[config.mk]
export PLATFORM = sky130hd
export DESIGN_NAME = irq_hier_ctrl
export DESIGN_NICKNAME = d
export VERILOG_FILES = /design/src/rtl/irq_hier_pkg.sv /design/src/rtl/irq_ctrl_regs.sv /design/src/rtl/irq_src_grp.sv /design/src/rtl/irq_hier_ctrl.sv
export SDC_FILE = /design/constraint.sdc
export NUM_CORES = 1
export LEC_CHECK = 0
export BUFFER_PORTS_ARGS = -buffer_cell sky130_fd_sc_hd__clkbuf_2
export CORE_MARGIN = 2
export CORE_UTILIZATION = 35
export DETAILED_ROUTE_END_ITERATION = 7
export GPL_ROUTABILITY_DRIVEN = 0
export PLACE_DENSITY_LB_ADDON = 0.25
export SYNTH_ARGS = -nofsm -noshare
export SYNTH_HDL_FRONTEND = slang
export SYNTH_SLANG_ARGS = --single-unit
[constraint.sdc]
create_clock -name clk -period 2.1 [get_ports clk]
set_input_delay 0.21 -clock clk [delete_from_list [all_inputs] [get_ports clk]]
set_output_delay 0.21 -clock clk [all_outputs]
set_load 0.1 [all_outputs]
[src/rtl/irq_hier_pkg.sv]
// Shared address map and control-field positions for the interrupt aggregator.
package irq_hier_pkg;
    localparam int CTRL_ADDR  = 0;
    localparam int BEN_ADDR   = 1;
    localparam int BSTAT_ADDR = 2;
    localparam int SRC_BASE   = 4;

    typedef struct packed {
        logic wc_mode;   // bit 2
        logic autoclr;   // bit 1
        logic master;    // bit 0
    } ctrl_t;
endpackage

[src/rtl/irq_ctrl_regs.sv]
// Channel control register and block enable register.
// Assumes the decode strobes are one-hot and come from the top-level address decoder.
module irq_ctrl_regs #(
    parameter int NUM_GRP = 2
) (
    input  logic                        clk,
    input  logic                        rst_n,
    input  logic                        wr_ctrl,
    input  logic                        wr_ben,
    input  logic [2:0]                  ctrl_wdata,
    input  logic [NUM_GRP-1:0]          ben_wdata,
    output irq_hier_pkg::ctrl_t         ctrl,
    output logic [NUM_GRP-1:0]          blk_en
);
    // Hold the control fields and the block enables; both reset to zero.
    always_ff @(posedge clk) begin
        if (!rst_n) begin
            ctrl   <= '0;
            blk_en <= '0;
        end else begin
            if (wr_ctrl) ctrl   <= ctrl_wdata;
            if (wr_ben)  blk_en <= ben_wdata;
        end
    end


    ctrl_write_chk: assert property (@(posedge clk) disable iff (!rst_n)
        wr_ctrl |=> (ctrl == $past(ctrl_wdata)));
endmodule

[src/rtl/irq_src_grp.sv]
// One source group: sticky status bits and per-bit enables.
// Status clears on read or on a zero write, depending on mode; events win over clears.
// With auto-clear set, a status read drops the enables of the bits that were set.
module irq_src_grp #(
    parameter int SRC_W = 8
) (
    input  logic             clk,
    input  logic             rst_n,
    input  logic [SRC_W-1:0] evt,
    input  logic             wr_sts,
    input  logic             wr_en_reg,
    input  logic             rd_sts,
    input  logic             wc_mode,
    input  logic             autoclr,
    input  logic             wr_zero,
    input  logic [SRC_W-1:0] wdata,
    output logic [SRC_W-1:0] sts,
    output logic [SRC_W-1:0] en,
    output logic             flag
);
    logic clr;

    // Pick the clear condition for the selected mode.
    always_comb clr = wc_mode ? (wr_sts && wr_zero) : rd_sts;

    // Sticky status: clear, then OR in new events so events are never lost.
    always_ff @(posedge clk) begin
        if (!rst_n) sts <= '0;
        else        sts <= (clr ? '0 : sts) | evt;
    end

    // Enables: host write first, otherwise auto-clear on a status read.
    always_ff @(posedge clk) begin
        if (!rst_n)                  en <= '0;
        else if (wr_en_reg)          en <= wdata;
        else if (autoclr && rd_sts)  en <= en & ~sts;
    end

    // Group flag used as block status.
    always_comb flag = |(sts & en);


    sticky_hold_chk: assert property (@(posedge clk) disable iff (!rst_n)
        !clr |=> ((sts & $past(sts)) == $past(sts)));

    event_wins_chk: assert property (@(posedge clk) disable iff (!rst_n)
        (|evt) |=> ((sts & $past(evt)) == $past(evt)));

    rur_clear_chk: assert property (@(posedge clk) disable iff (!rst_n)
        (!wc_mode && rd_sts && !(|evt)) |=> (sts == '0));

    wc_read_keep_chk: assert property (@(posedge clk) disable iff (!rst_n)
        (wc_mode && rd_sts && !wr_sts && !(|evt)) |=> $stable(sts));

    wc_nonzero_ignore_chk: assert property (@(posedge clk) disable iff (!rst_n)
        (wc_mode && wr_sts && !wr_zero && !(|evt)) |=> $stable(sts));

    autoclr_mask_chk: assert property (@(posedge clk) disable iff (!rst_n)
        (autoclr && rd_sts && !wr_en_reg) |=> ((en & $past(sts)) == '0));
endmodule

[src/rtl/irq_hier_ctrl.sv]
// Top level: address decode, read-back mux, source groups and the request output.
// Assumes SRC_W and NUM_GRP do not exceed DATA_W, and that the map fits in ADDR_W.
module irq_hier_ctrl #(
    parameter int NUM_GRP = 2,
    parameter int SRC_W   = 8,
    parameter int DATA_W  = 8,
    parameter int ADDR_W  = 4
) (
    input  logic                       clk,
    input  logic                       rst_n,
    input  logic [ADDR_W-1:0]          addr,
    input  logic                       wr_en,
    input  logic [DATA_W-1:0]          wr_data,
    input  logic                       rd_en,
    output logic [DATA_W-1:0]          rd_data,
    input  logic [NUM_GRP*SRC_W-1:0]   evt,
    output logic                       int_n
);
    import irq_hier_pkg::*;

    localparam logic [ADDR_W-1:0] A_CTRL  = ADDR_W'(CTRL_ADDR);
    localparam logic [ADDR_W-1:0] A_BEN   = ADDR_W'(BEN_ADDR);
    localparam logic [ADDR_W-1:0] A_BSTAT = ADDR_W'(BSTAT_ADDR);

    ctrl_t              ctrl;
    logic [NUM_GRP-1:0] blk_en;
    logic [NUM_GRP-1:0] blk_stat;
    logic [NUM_GRP-1:0] hit_sts;
    logic [NUM_GRP-1:0] hit_en;
    logic [SRC_W-1:0]   sts_a [NUM_GRP];
    logic [SRC_W-1:0]   en_a  [NUM_GRP];
    logic               wr_zero;

    // Flag an all-zero write value for the write-zero clear mode.
    always_comb wr_zero = (wr_data == '0);

    irq_ctrl_regs #(.NUM_GRP(NUM_GRP)) u_ctrl (
        .clk        (clk),
        .rst_n      (rst_n),
        .wr_ctrl    (wr_en && (addr == A_CTRL)),
        .wr_ben     (wr_en && (addr == A_BEN)),
        .ctrl_wdata (wr_data[2:0]),
        .ben_wdata  (wr_data[NUM_GRP-1:0]),
        .ctrl       (ctrl),
        .blk_en     (blk_en)
    );

    for (genvar g = 0; g < NUM_GRP; g++) begin : g_grp
        assign hit_sts[g] = (addr == ADDR_W'(SRC_BASE + 2*g));
        assign hit_en[g]  = (addr == ADDR_W'(SRC_BASE + 2*g + 1));

        irq_src_grp #(.SRC_W(SRC_W)) u_grp (
            .clk       (clk),
            .rst_n     (rst_n),
            .evt       (evt[g*SRC_W +: SRC_W]),
            .wr_sts    (wr_en && hit_sts[g]),
            .wr_en_reg (wr_en && hit_en[g]),
            .rd_sts    (rd_en && hit_sts[g]),
            .wc_mode   (ctrl.wc_mode),
            .autoclr   (ctrl.autoclr),
            .wr_zero   (wr_zero),
            .wdata     (wr_data[SRC_W-1:0]),
            .sts       (sts_a[g]),
            .en        (en_a[g]),
            .flag      (blk_stat[g])
        );
    end

    // Read-back multiplexer; unmapped addresses read zero.
    always_comb begin
        rd_data = '0;
        if (addr == A_CTRL)  rd_data = DATA_W'(ctrl);
        if (addr == A_BEN)   rd_data = DATA_W'(blk_en);
        if (addr == A_BSTAT) rd_data = DATA_W'(blk_stat);
        for (int g = 0; g < NUM_GRP; g++) begin
            if (hit_sts[g]) rd_data = DATA_W'(sts_a[g]);
            if (hit_en[g])  rd_data = DATA_W'(en_a[g]);
        end
    end

    // Active-low request: master AND any enabled block with an enabled source bit.
    always_comb int_n = !(ctrl.master && (|(blk_en & blk_stat)));


    master_gate_chk: assert property (@(posedge clk) disable iff (!rst_n)
        !ctrl.master |-> int_n);

    block_gate_chk: assert property (@(posedge clk) disable iff (!rst_n)
        (blk_en == '0) |-> int_n);
endmodule

After elaboration in Yosys (flattened, before gate mapping)
Index checks and enable logic that the tools add are counted.
Storage, ports and cells
  flip-flop bits (word level): 37
  input port bits: 32
  output and inout port bits: 9
  logic and storage cells: 59
Cells by class
  eq/ne operators: 6
  muxes and demuxes: 15
  bitwise logic cells: 9
  reductions and logical operators: 21
Operators with widths (count)
  $mux W8: 12
  $and A8 B8 Y8: 4
  $eq A4 B3 Y1 const B: 4
  $not A8 Y8: 2
  $or A8 B8 Y8: 2
  $reduce_or A8 Y1: 2
  $logic_and A1 B1 Y1: 13
  $logic_not A8 Y1: 1
  $eq A4 B1 Y1 const B: 1
  $eq A4 B2 Y1 const B: 1
  $logic_not A4 Y1: 1
  $reduce_bool A2 Y1: 2
  $mux W3: 1
  $and A2 B2 Y2: 1
  $mux W1: 2
  $reduce_or A2 Y1: 1
  $logic_not A1 Y1: 1

Longest topological paths before layout
Gate-level depths: netlist of the first run.
  depth in word-level cells: 8
  mapped depth: 6
  gate-level depth less buffers: 4

Hierarchy
Synthesis of the first run repeated with hierarchy kept, for this count alone.
Unflattened totals
  cells, all modules: 222
  area, all modules: 2139.6 sq um
Modules (own cells, without submodules)
  irq_src_grp: instances 2, cells an instance 71, area each 721.9 sq um, seq. area each 320.3 sq um
  irq_hier_ctrl: instances 1, cells an instance 65, area each 514.2 sq um, seq. area each 0.0 sq um
  irq_ctrl_regs: instances 1, cells an instance 15, area each 181.4 sq um, seq. area each 100.1 sq um

Worst setup path after synthesis of the first run
Ideal clock, no wire load.
  kind: input to output
  start point: input port addr[2]
  end point: output port rd_data[2]
  data arrival time: 3.002 ns
  required time: 1.890 ns
  slack: -1.112 ns
  cell stages on the path: 6
  path buffers: 2
  cells stage by stage: buf_6 buf_4 mux2i_1 nor2_1 a311oi_1 a211oi_1
Between the ends
  word-level cells in the longest chain between the ends: 8
  elaborated cells between the ends (all ways): 14
  those cells by class: 6 x eq/ne; 7 x mux; 1 x reduce/logical
RTL lines
  start, declared: line irq_hier_ctrl.sv:11  | input logic [ADDR_W-1:0] addr,
  $logic_not A4 Y1: line irq_hier_ctrl.sv:72  | if (addr == A_CTRL) rd_data = DATA_W'(ctrl);
  $mux W3: line irq_hier_ctrl.sv:72
  $mux W8: line irq_hier_ctrl.sv:73  | if (addr == A_BEN) rd_data = DATA_W'(blk_en);
  $mux W8: line irq_hier_ctrl.sv:74  | if (addr == A_BSTAT) rd_data = DATA_W'(blk_stat);
  $mux W8: line irq_hier_ctrl.sv:76  | if (hit_sts[g]) rd_data = DATA_W'(sts_a[g]);
  $mux W8: line irq_hier_ctrl.sv:77  | if (hit_en[g]) rd_data = DATA_W'(en_a[g]);
  $mux W8: line irq_hier_ctrl.sv:76
  $mux W8 *: line irq_hier_ctrl.sv:77
  end, declared: line irq_hier_ctrl.sv:15  | output logic [DATA_W-1:0] rd_data,
Mark *: on every way between the ends. The rest lies on a longest branch, timed or not.

Worst setup path after layout of the first run
  start point: register g_grp[1].u_grp.sts[6]
  end point: output port int_n
Between the ends
  word-level cells in the longest chain between the ends: 6
RTL lines
  start, declared: line irq_src_grp.sv:17  | output logic [SRC_W-1:0] sts,
  start signal, assigned: line irq_src_grp.sv:29  | else sts <= (clr ? '0 : sts) | evt;
  $and A8 B8 Y8: line irq_src_grp.sv:40  | always_comb flag = |(sts & en);
  $reduce_or A8 Y1: line irq_src_grp.sv:40
  $and A2 B2 Y2: line irq_hier_ctrl.sv:82  | always_comb int_n = !(ctrl.master && (|(blk_en & blk_stat)));
  $reduce_or A2 Y1: line irq_hier_ctrl.sv:82
  $logic_and A1 B1 Y1: line irq_hier_ctrl.sv:82
  $logic_not A1 Y1: line irq_hier_ctrl.sv:82
  end, declared: line irq_hier_ctrl.sv:17  | output logic int_n
No other way between the ends.

==> results of run 1 <==
[stage by stage]
step	hold WS [ps]	setup WS, ps	util
2_1_floorplan	332	-152	-
3_3_place_gp	428	270	0.416
3_5_place_dp	429	252	0.416
4_1_cts	128	195	0.432
5_1_grt	137	106	0.432
6_report	134	214	0.432
[path summary, 6_finish.rpt]
kind / start / to
setup reg to reg: u_ctrl.ctrl[1] / g_grp[0].u_grp.en[4]
hold reg to reg: g_grp[0].u_grp.en[7] / g_grp[0].u_grp.en[7]
setup / recovery: g_grp[1].u_grp.sts[6] / int_n
hold / removal: evt[14] / g_grp[1].u_grp.sts[6]
[flip-flops by register name (all words and copies together) (netlist names)]
name	flops
u_ctrl.ctrl	3
g_grp.u_grp.en	16
g_grp.u_grp.sts	16
u_ctrl.blk_en	2
[routing by layer]
layer	share of wire	routed length (um)	up-vias
met1	0.48	2430	824
met3	0.044	227	8
li1	-	-	788
met2	0.46	2370	47
met5	0	0	-
met4	0.016	80	0
[cell families (layout without fill, tap and decap cells)]
group,after synthesis,after routing,share of synthesized area
flip-flops,37,37,0.378
buffers and inverters,12,51,0.0453
AO/OA/AOI/OAI,56,56,0.268
AND/OR/NAND/NOR,59,59,0.204
multiplexers,14,14,0.105
[power groups by stage]
stage | clock network [mW] | registers [mW] | logic (mW)
floorplan | 0 | 0.776 | 0.194
global placement | 0 | 0.792 | 0.270
finish | 0.489 | 0.775 | 0.272
CTS | 0.501 | 0.776 | 0.274
global route | 0.535 | 0.780 | 0.293
detailed placement | 0 | 0.792 | 0.272
[synthesized netlist by cell type (all sizes together)]
master / n
mux2: 3
nand2: 19
dfxtp: 37
nand3b: 1
a32o: 16
inv: 1
nor2b: 11
a21oi: 2
o41ai: 2
nor2: 8
nand4: 2
and3: 2
buf: 9
o21a: 2
o32ai: 2
nor4bb: 1
a311oi: 1
nor4b: 3
nand4b: 2
a22o: 19
or4b: 1
mux4: 5
a21boi: 2
mux2i: 6
nor3: 3
nand2b: 3
a211oi: 1
clkbuf: 2
or4: 1
a31o: 1
a22oi: 8
and4bb: 2
[critical path: stages (launching register included)]
cell and delay [ps]:
sky130_fd_sc_hd__dfxtp_1 350, sky130_fd_sc_hd__a22oi_1 240, sky130_fd_sc_hd__nand4_1 190, sky130_fd_sc_hd__a22o_1 270, sky130_fd_sc_hd__nand2_1 60, sky130_fd_sc_hd__buf_4 280
[layout make-up]
type	instances	area, um2	share of cell area
Tap cell	72	90.1	0.0381
Timing Repair Buffer	43	285	0.121
Inverter	1	3.75	0.00159
Sequential cell	37	741	0.314
Multi-Input combinational cell	129	1160	0.489
Clock buffer	7	86.3	0.0365
==> PnR_summary.wiki, run 1 <==
{| class="wikitable"
! Metric !! Value
|-
| Clock tree from TritonCTS || yes
|-
| Met1 global-route usage || 0.246
|-
| Remaining global-route overflow || 0
|-
| Cell leakage power || 0.942 nW
|-
| Post-Syn Instances || 178
|-
| Number of endpoints with negative hold slack in the final report || 0
|-
| Fmax || 0.530 GHz
|-
| Synthesis-stage register bit count || 37
|-
| Data arrival time of the critical path || 1680 ps
|-
| Placed inst area || 2280 um2
|-
| Detailed-placement wirelength estimate || 3.83 mm
|-
| Antenna cell count || 0
|-
| Most frequent cells in the layout || 37 x sky130_fd_sc_hd__dfxtp_1, 35 x sky130_fd_sc_hd__clkbuf_2, 19 x sky130_fd_sc_hd__nand2_1, 19 x sky130_fd_sc_hd__a22o_1, 16 x sky130_fd_sc_hd__a32o_1
|-
| Routed Antenna Nets || 0
|-
| Via count || 1,667
|-
| Number of placed I/O pins || 41
|-
| Worst setup path class || register to primary output
|-
| Insertion delay of the later-clocked pin in the worst-skew pair || 290 ps
|-
| Maximum number of pins on one net before global-route repair || 20
|-
| Worst vdd rail ir drop || 0.385 mV
|-
| Starting density of the core || 0.358
|-
| Net count after synthesis || 210
|-
| Highest net fanout along the worst path || 4
|-
| Gr usage total || 0.177
|-
| Hold Path Depth || 2
|-
| Proportion of synthesized chip area in sequential cells || 0.378
|-
| Min Clock Period, post-route || 1890 ps
|-
| Dominant cell type by area after synthesis || sky130_fd_sc_hd__dfxtp_1
|-
| Unique cell type count in the Yosys netlist || 39
|-
| First-pass GRT wire length || 8.44 mm
|-
| Core region area || 5470 um2
|-
| Slew @ Worst Pin || 546 ps
|-
| Commonest non-fill, non-tap cell in the layout || sky130_fd_sc_hd__dfxtp_1
|-
| DRC violation total after the first TritonRoute iteration || 119
|-
| Die span in x || 78.8 um
|-
| Fraction of met3 tracks used by global routing || 0.0398
|-
| Post-route fraction of the period consumed by the critical path || 0.898
|-
| Comb power frac || 0.177
|-
| # hold bufs at CTS || 0
|-
| Clock slew at the register clock pins of the worst setup and hold paths || 70 ps
|-
| Pre-Repair DR Iteration Count || 4
|-
| Yosys Warn Count || 0
|-
| Root Buffer || sky130_fd_sc_hd__clkbuf_8
|-
| Max transition margin || 0.637
|-
| CTS resizes || 0
|-
| Detailed-route vias per instance || 5.77
|-
| Met2 track demand over resource || 0.273
|-
| Slew Limit Fails || 0
|-
| Setup slack of the most critical reg-to-reg path || 750 ps
|-
| Setup violations, final || 0
|-
| Number of nets in the layout || 249
|-
| Clock power frac || 0.319
|-
| Dpl cells || 282
|-
| Final non-filler cell total || 289
|-
| Number of levels in the clock H-tree || 2
|-
| Max-cap violations || 0
|-
| Area fraction of the dominant cell type after synthesis || 0.378
|-
| Count of filler cells inserted in the layout || 562
|-
| Tot Pwr || 1.54 mW
|-
| Depth of the worst register-to-register path || 4
|-
| Synthesis-to-finish area growth || 20.5%
|-
| Clk sink count || 37
|-
| Die Ht || 78.8 um
|-
| Final instance area || 2360 um2
|-
| Fraction of final layout cells sized beyond drive strength 1 || 0.382
|-
| Placement Rows || 27
|-
| Power density over cell area || 650 nW/um2
|-
| Max Root-Sink Buffers || 2
|-
| Routed wire length || 5.11 mm
|-
| Count of input and output buffers || 40
|-
| Fraction of power consumed by sequential logic || 0.505
|-
| Worst Hold Class || input pin to register
|-
| Internal power || 1.12 mW
|-
| Kind of start point of the critical path || register
|-
| Mapped Area || 1960 um2
|-
| Clock skew || 1.62 ps
|-
| Cells taking the most area after synthesis || sky130_fd_sc_hd__dfxtp_1 38%, sky130_fd_sc_hd__a22o_1 8.5%, sky130_fd_sc_hd__a32o_1 8.2%
|-
| Switch Pwr || 0.420 mW
|-
| Synth Area per Inst || 11.0 um2
|-
| DRC violations left || 0
|-
| Setup_tns || 0 ps
|-
| RSZ-0062 raised after global routing || false
|-
| Switching part of the total power || 0.274
|-
| Initial antenna violation count || 0
|-
| Vias in the first global route || 1,627
|-
| Outcome || finished clean
|-
| Overall die area || 6220 um2
|-
| GR peak layer || met2
|-
| Average wire per cell in the routed design || 17.7 um
|-
| Crit. End Element || primary output
|-
| # Post-CTS Setup Buffers || 0
|-
| Worst EP required || 1890 ps
|-
| Num CTS Buffers || 5
|}
(Power assumes the default switching activity.)
==> run 2, diff against run 1 <==
BUFFER_PORTS_ARGS = -buffer_cell sky130_fd_sc_hd__buf_2   (was -buffer_cell sky130_fd_sc_hd__clkbuf_2)
PLACE_DENSITY = 0.54   (was default)
PLACE_DENSITY_LB_ADDON = default   (was 0.25)
==> run 2 against run 1 <==
Clock power down 4.9%. Count of clock-buffer cells in the layout up 1. Final cell count unchanged. Via count down 1.0%. Non-clock buffer count down 1. Register-to-register slack about the same. Critical endpoint is now rd_data[0].
==> PnR_summary.wiki, run 2 (synthesized netlist as in run 1, its figures left out) <==
{| class="wikitable"
! Metric !! Value
|-
| Crit. End Element || primary output (unchanged)
|-
| Initial antenna violation count || 0 (unchanged)
|-
| Max Root-Sink Buffers || 2 (unchanged)
|-
| Power density over cell area || 652 nW/um2 (was 650 nW/um2)
|-
| Root Buffer || sky130_fd_sc_hd__clkbuf_8 (unchanged)
|-
| Max transition margin || 0.667 (was 0.637)
|-
| Commonest non-fill, non-tap cell in the layout || sky130_fd_sc_hd__buf_2 (was sky130_fd_sc_hd__dfxtp_1)
|-
| Outcome || finished clean (unchanged)
|-
| Slew Limit Fails || 0 (unchanged)
|-
| Switching part of the total power || 0.281 (was 0.274)
|-
| Count of input and output buffers || 40 (unchanged)
|-
| Internal power || 1.08 mW (was 1.12 mW)
|-
| Num CTS Buffers || 5 (unchanged)
|-
| # hold bufs at CTS || 0 (unchanged)
|-
| DRC violation total after the first TritonRoute iteration || 164 (was 119)
|-
| Via count || 1,650 (was 1,667)
|-
| Detailed-placement wirelength estimate || 3.84 mm (was 3.83 mm)
|-
| Clk sink count || 37 (unchanged)
|-
| Fraction of power consumed by sequential logic || 0.518 (was 0.505)
|-
| Starting density of the core || 0.358 (unchanged)
|-
| # Post-CTS Setup Buffers || 0 (unchanged)
|-
| First-pass GRT wire length || 8.49 mm (was 8.44 mm)
|-
| Chain of cells forming the critical path || mux2_2 -> a22o_1 -> o41ai_2 -> a21oi_2 -> buf_2 (was a22oi_1 -> nand4_1 -> a22o_1 -> nand2_1 -> buf_4)
|-
| Overall die area || 6220 um2 (unchanged)
|-
| Count of filler cells inserted in the layout || 554 (was 562)
|-
| Switch Pwr || 0.421 mW (was 0.420 mW)
|-
| Setup violations, final || 0 (unchanged)
|-
| Largest registers || g_grp.u_grp.en: 16 flops, g_grp.u_grp.sts: 16 flops, u_ctrl.ctrl: 3 flops (unchanged)
|-
| Highest-delay cell along the critical path || sky130_fd_sc_hd__dfxtp_1 (unchanged)
|-
| Tot Pwr || 1.50 mW (was 1.54 mW)
|-
| Fmax || 0.516 GHz (was 0.530 GHz)
|-
| Clock power frac || 0.310 (was 0.319)
|-
| Maximum number of pins on one net before global-route repair || 21 (was 20)
|-
| Max-cap violations || 0 (unchanged)
|-
| Die span in x || 78.8 um (unchanged)
|-
| Clock skew || 5.13 ps (was 1.62 ps)
|-
| Most frequent cells in the layout || 38 x sky130_fd_sc_hd__buf_2, 37 x sky130_fd_sc_hd__dfxtp_1, 19 x sky130_fd_sc_hd__nand2_1, 19 x sky130_fd_sc_hd__a22o_1, 16 x sky130_fd_sc_hd__a32o_1 (was 37 x sky130_fd_sc_hd__dfxtp_1, 35 x sky130_fd_sc_hd__clkbuf_2, 19 x sky130_fd_sc_hd__nand2_1, 19 x sky130_fd_sc_hd__a22o_1, 16 x sky130_fd_sc_hd__a32o_1)
|-
| DRC violations left || 0 (unchanged)
|-
| Worst vdd rail ir drop || 0.264 mV (was 0.385 mV)
|-
| Clock tree from TritonCTS || yes (unchanged)
|-
| Fraction of final layout cells sized beyond drive strength 1 || 0.373 (was 0.382)
|-
| Remaining global-route overflow || 0 (unchanged)
|-
| Comb power frac || 0.172 (was 0.177)
|-
| Final core area utilization || 0.421 (was 0.432)
|-
| Number of endpoints with negative hold slack in the final report || 0 (unchanged)
|-
| Pre-Repair DR Iteration Count || 4 (unchanged)
|-
| Insertion delay of the later-clocked pin in the worst-skew pair || 280 ps (was 290 ps)
|-
| Average wire per cell in the routed design || 17.8 um (was 17.7 um)
|-
| Clock slew at the register clock pins of the worst setup and hold paths || 70 ps (about the same)
|-
| Antenna cell count || 0 (unchanged)
|-
| RSZ-0062 raised after global routing || false (unchanged)
|-
| Min Clock Period, post-route || 1940 ps (was 1890 ps)
|-
| Worst EP required || 1890 ps (about the same)
|-
| Gr usage total || 0.178 (was 0.177)
|-
| Highest net fanout along the worst path || 4 (unchanged)
|-
| Number of placed I/O pins || 41 (unchanged)
|-
| Synthesis-to-finish area growth || 17.5% (was 20.5%)
|-
| Number of nets in the layout || 248 (was 249)
|-
| Core region area || 5470 um2 (unchanged)
|-
| Worst Hold Class || input pin to register (unchanged)
|-
| Routed wire length || 5.15 mm (was 5.11 mm)
|-
| Data arrival time of the critical path || 1730 ps (was 1680 ps)
|-
| Detailed-route vias per instance || 5.71 (was 5.77)
|-
| Setup_tns || 0 ps (unchanged)
|-
| Die Ht || 78.8 um (unchanged)
|-
| Kind of start point of the critical path || register (unchanged)
|-
| CTS resizes || 0 (unchanged)
|-
| Cell leakage power || 0.918 nW (was 0.942 nW)
|-
| Post-route fraction of the period consumed by the critical path || 0.922 (was 0.898)
|-
| Placement Rows || 27 (unchanged)
|-
| Slew @ Worst Pin || 492 ps (was 546 ps)
|-
| Worst setup path class || register to primary output (unchanged)
|-
| Routed Antenna Nets || 0 (unchanged)
|-
| Number of levels in the clock H-tree || 2 (unchanged)
|-
| Largest stage delay on the critical path || 340 ps (was 350 ps)
|-
| Vias in the first global route || 1,632 (was 1,627)
|-
| Dpl cells || 281 (was 282)
|-
| Final non-filler cell total || 289 (unchanged)
|}
## run 2: cell types whose count changed in the layout (fill, tap and decap cells not counted)
cell	change
sky130_fd_sc_hd__clkbuf_4	+1
sky130_fd_sc_hd__clkbuf_8	-1
sky130_fd_sc_hd__buf_2	+38
sky130_fd_sc_hd__clkbuf_2	-35
sky130_fd_sc_hd__clkbuf_1	+2
sky130_fd_sc_hd__buf_12	-3
sky130_fd_sc_hd__buf_4	-2
## run 2: routing by layer
metal  track usage  up-vias  wire, um
li1              -      786         -
met1         0.244      801      2380
met5             0        -         0
met3        0.0477        5       315
met2         0.276       58      2390
met4        0.0517        0        60
## run 2: through the flow
step | cell area [um2] | hold WS [ps] | setup WS (ps)
floorplan | 1990 | 332 | -152
global route | 2300 | 142 | 67.3
detailed placement | 2220 | 429 | 221
finish | 2300 | 137 | 163
global placement | 2220 | 427 | 253
CTS | 2300 | 130 | 70.5
## run 2: worst max-delay path, delay by kind of cell (launching register included)
family                 cells  cell delay, ps
AO/OA/AOI/OAI              3             540
multiplexers               1             270
flip-flops                 1             340
buffers and inverters      1             300
## run 2: path summary, 6_finish.rpt
path	start	to	slack, ps	cells after the start
setup / recovery	g_grp[1].u_grp.sts[0]	rd_data[0]	160	5
hold / removal	evt[7]	g_grp[0].u_grp.sts[7]	140	2
setup reg to reg	u_ctrl.ctrl[1]	g_grp[1].u_grp.en[2]	750	4
hold reg to reg	g_grp[1].u_grp.en[0]	g_grp[1].u_grp.en[0]	530	1
## run 2: layout make-up
cell class / count / area [um2] / share of cell area
Timing Repair Buffer: 42 / 233 / 0.101
Clock buffer: 8 / 80.1 / 0.0348
Multi-Input combinational cell: 129 / 1160 / 0.502
Tap cell: 72 / 90.1 / 0.0391
Inverter: 1 / 3.75 / 0.00163
Sequential cell: 37 / 741 / 0.322
## run 2: power by group through the flow
| stage | clock network [mW] | registers (mW) | logic [mW] |
|---|---|---|---|
| 2_1_floorplan | 0 | 0.776 | 0.194 |
| 3_3_place_gp | 0 | 0.793 | 0.258 |
| 3_5_place_dp | 0 | 0.793 | 0.258 |
| 4_1_cts | 0.480 | 0.777 | 0.259 |
| 5_1_grt | 0.507 | 0.781 | 0.279 |
| 6_report | 0.465 | 0.777 | 0.259 |
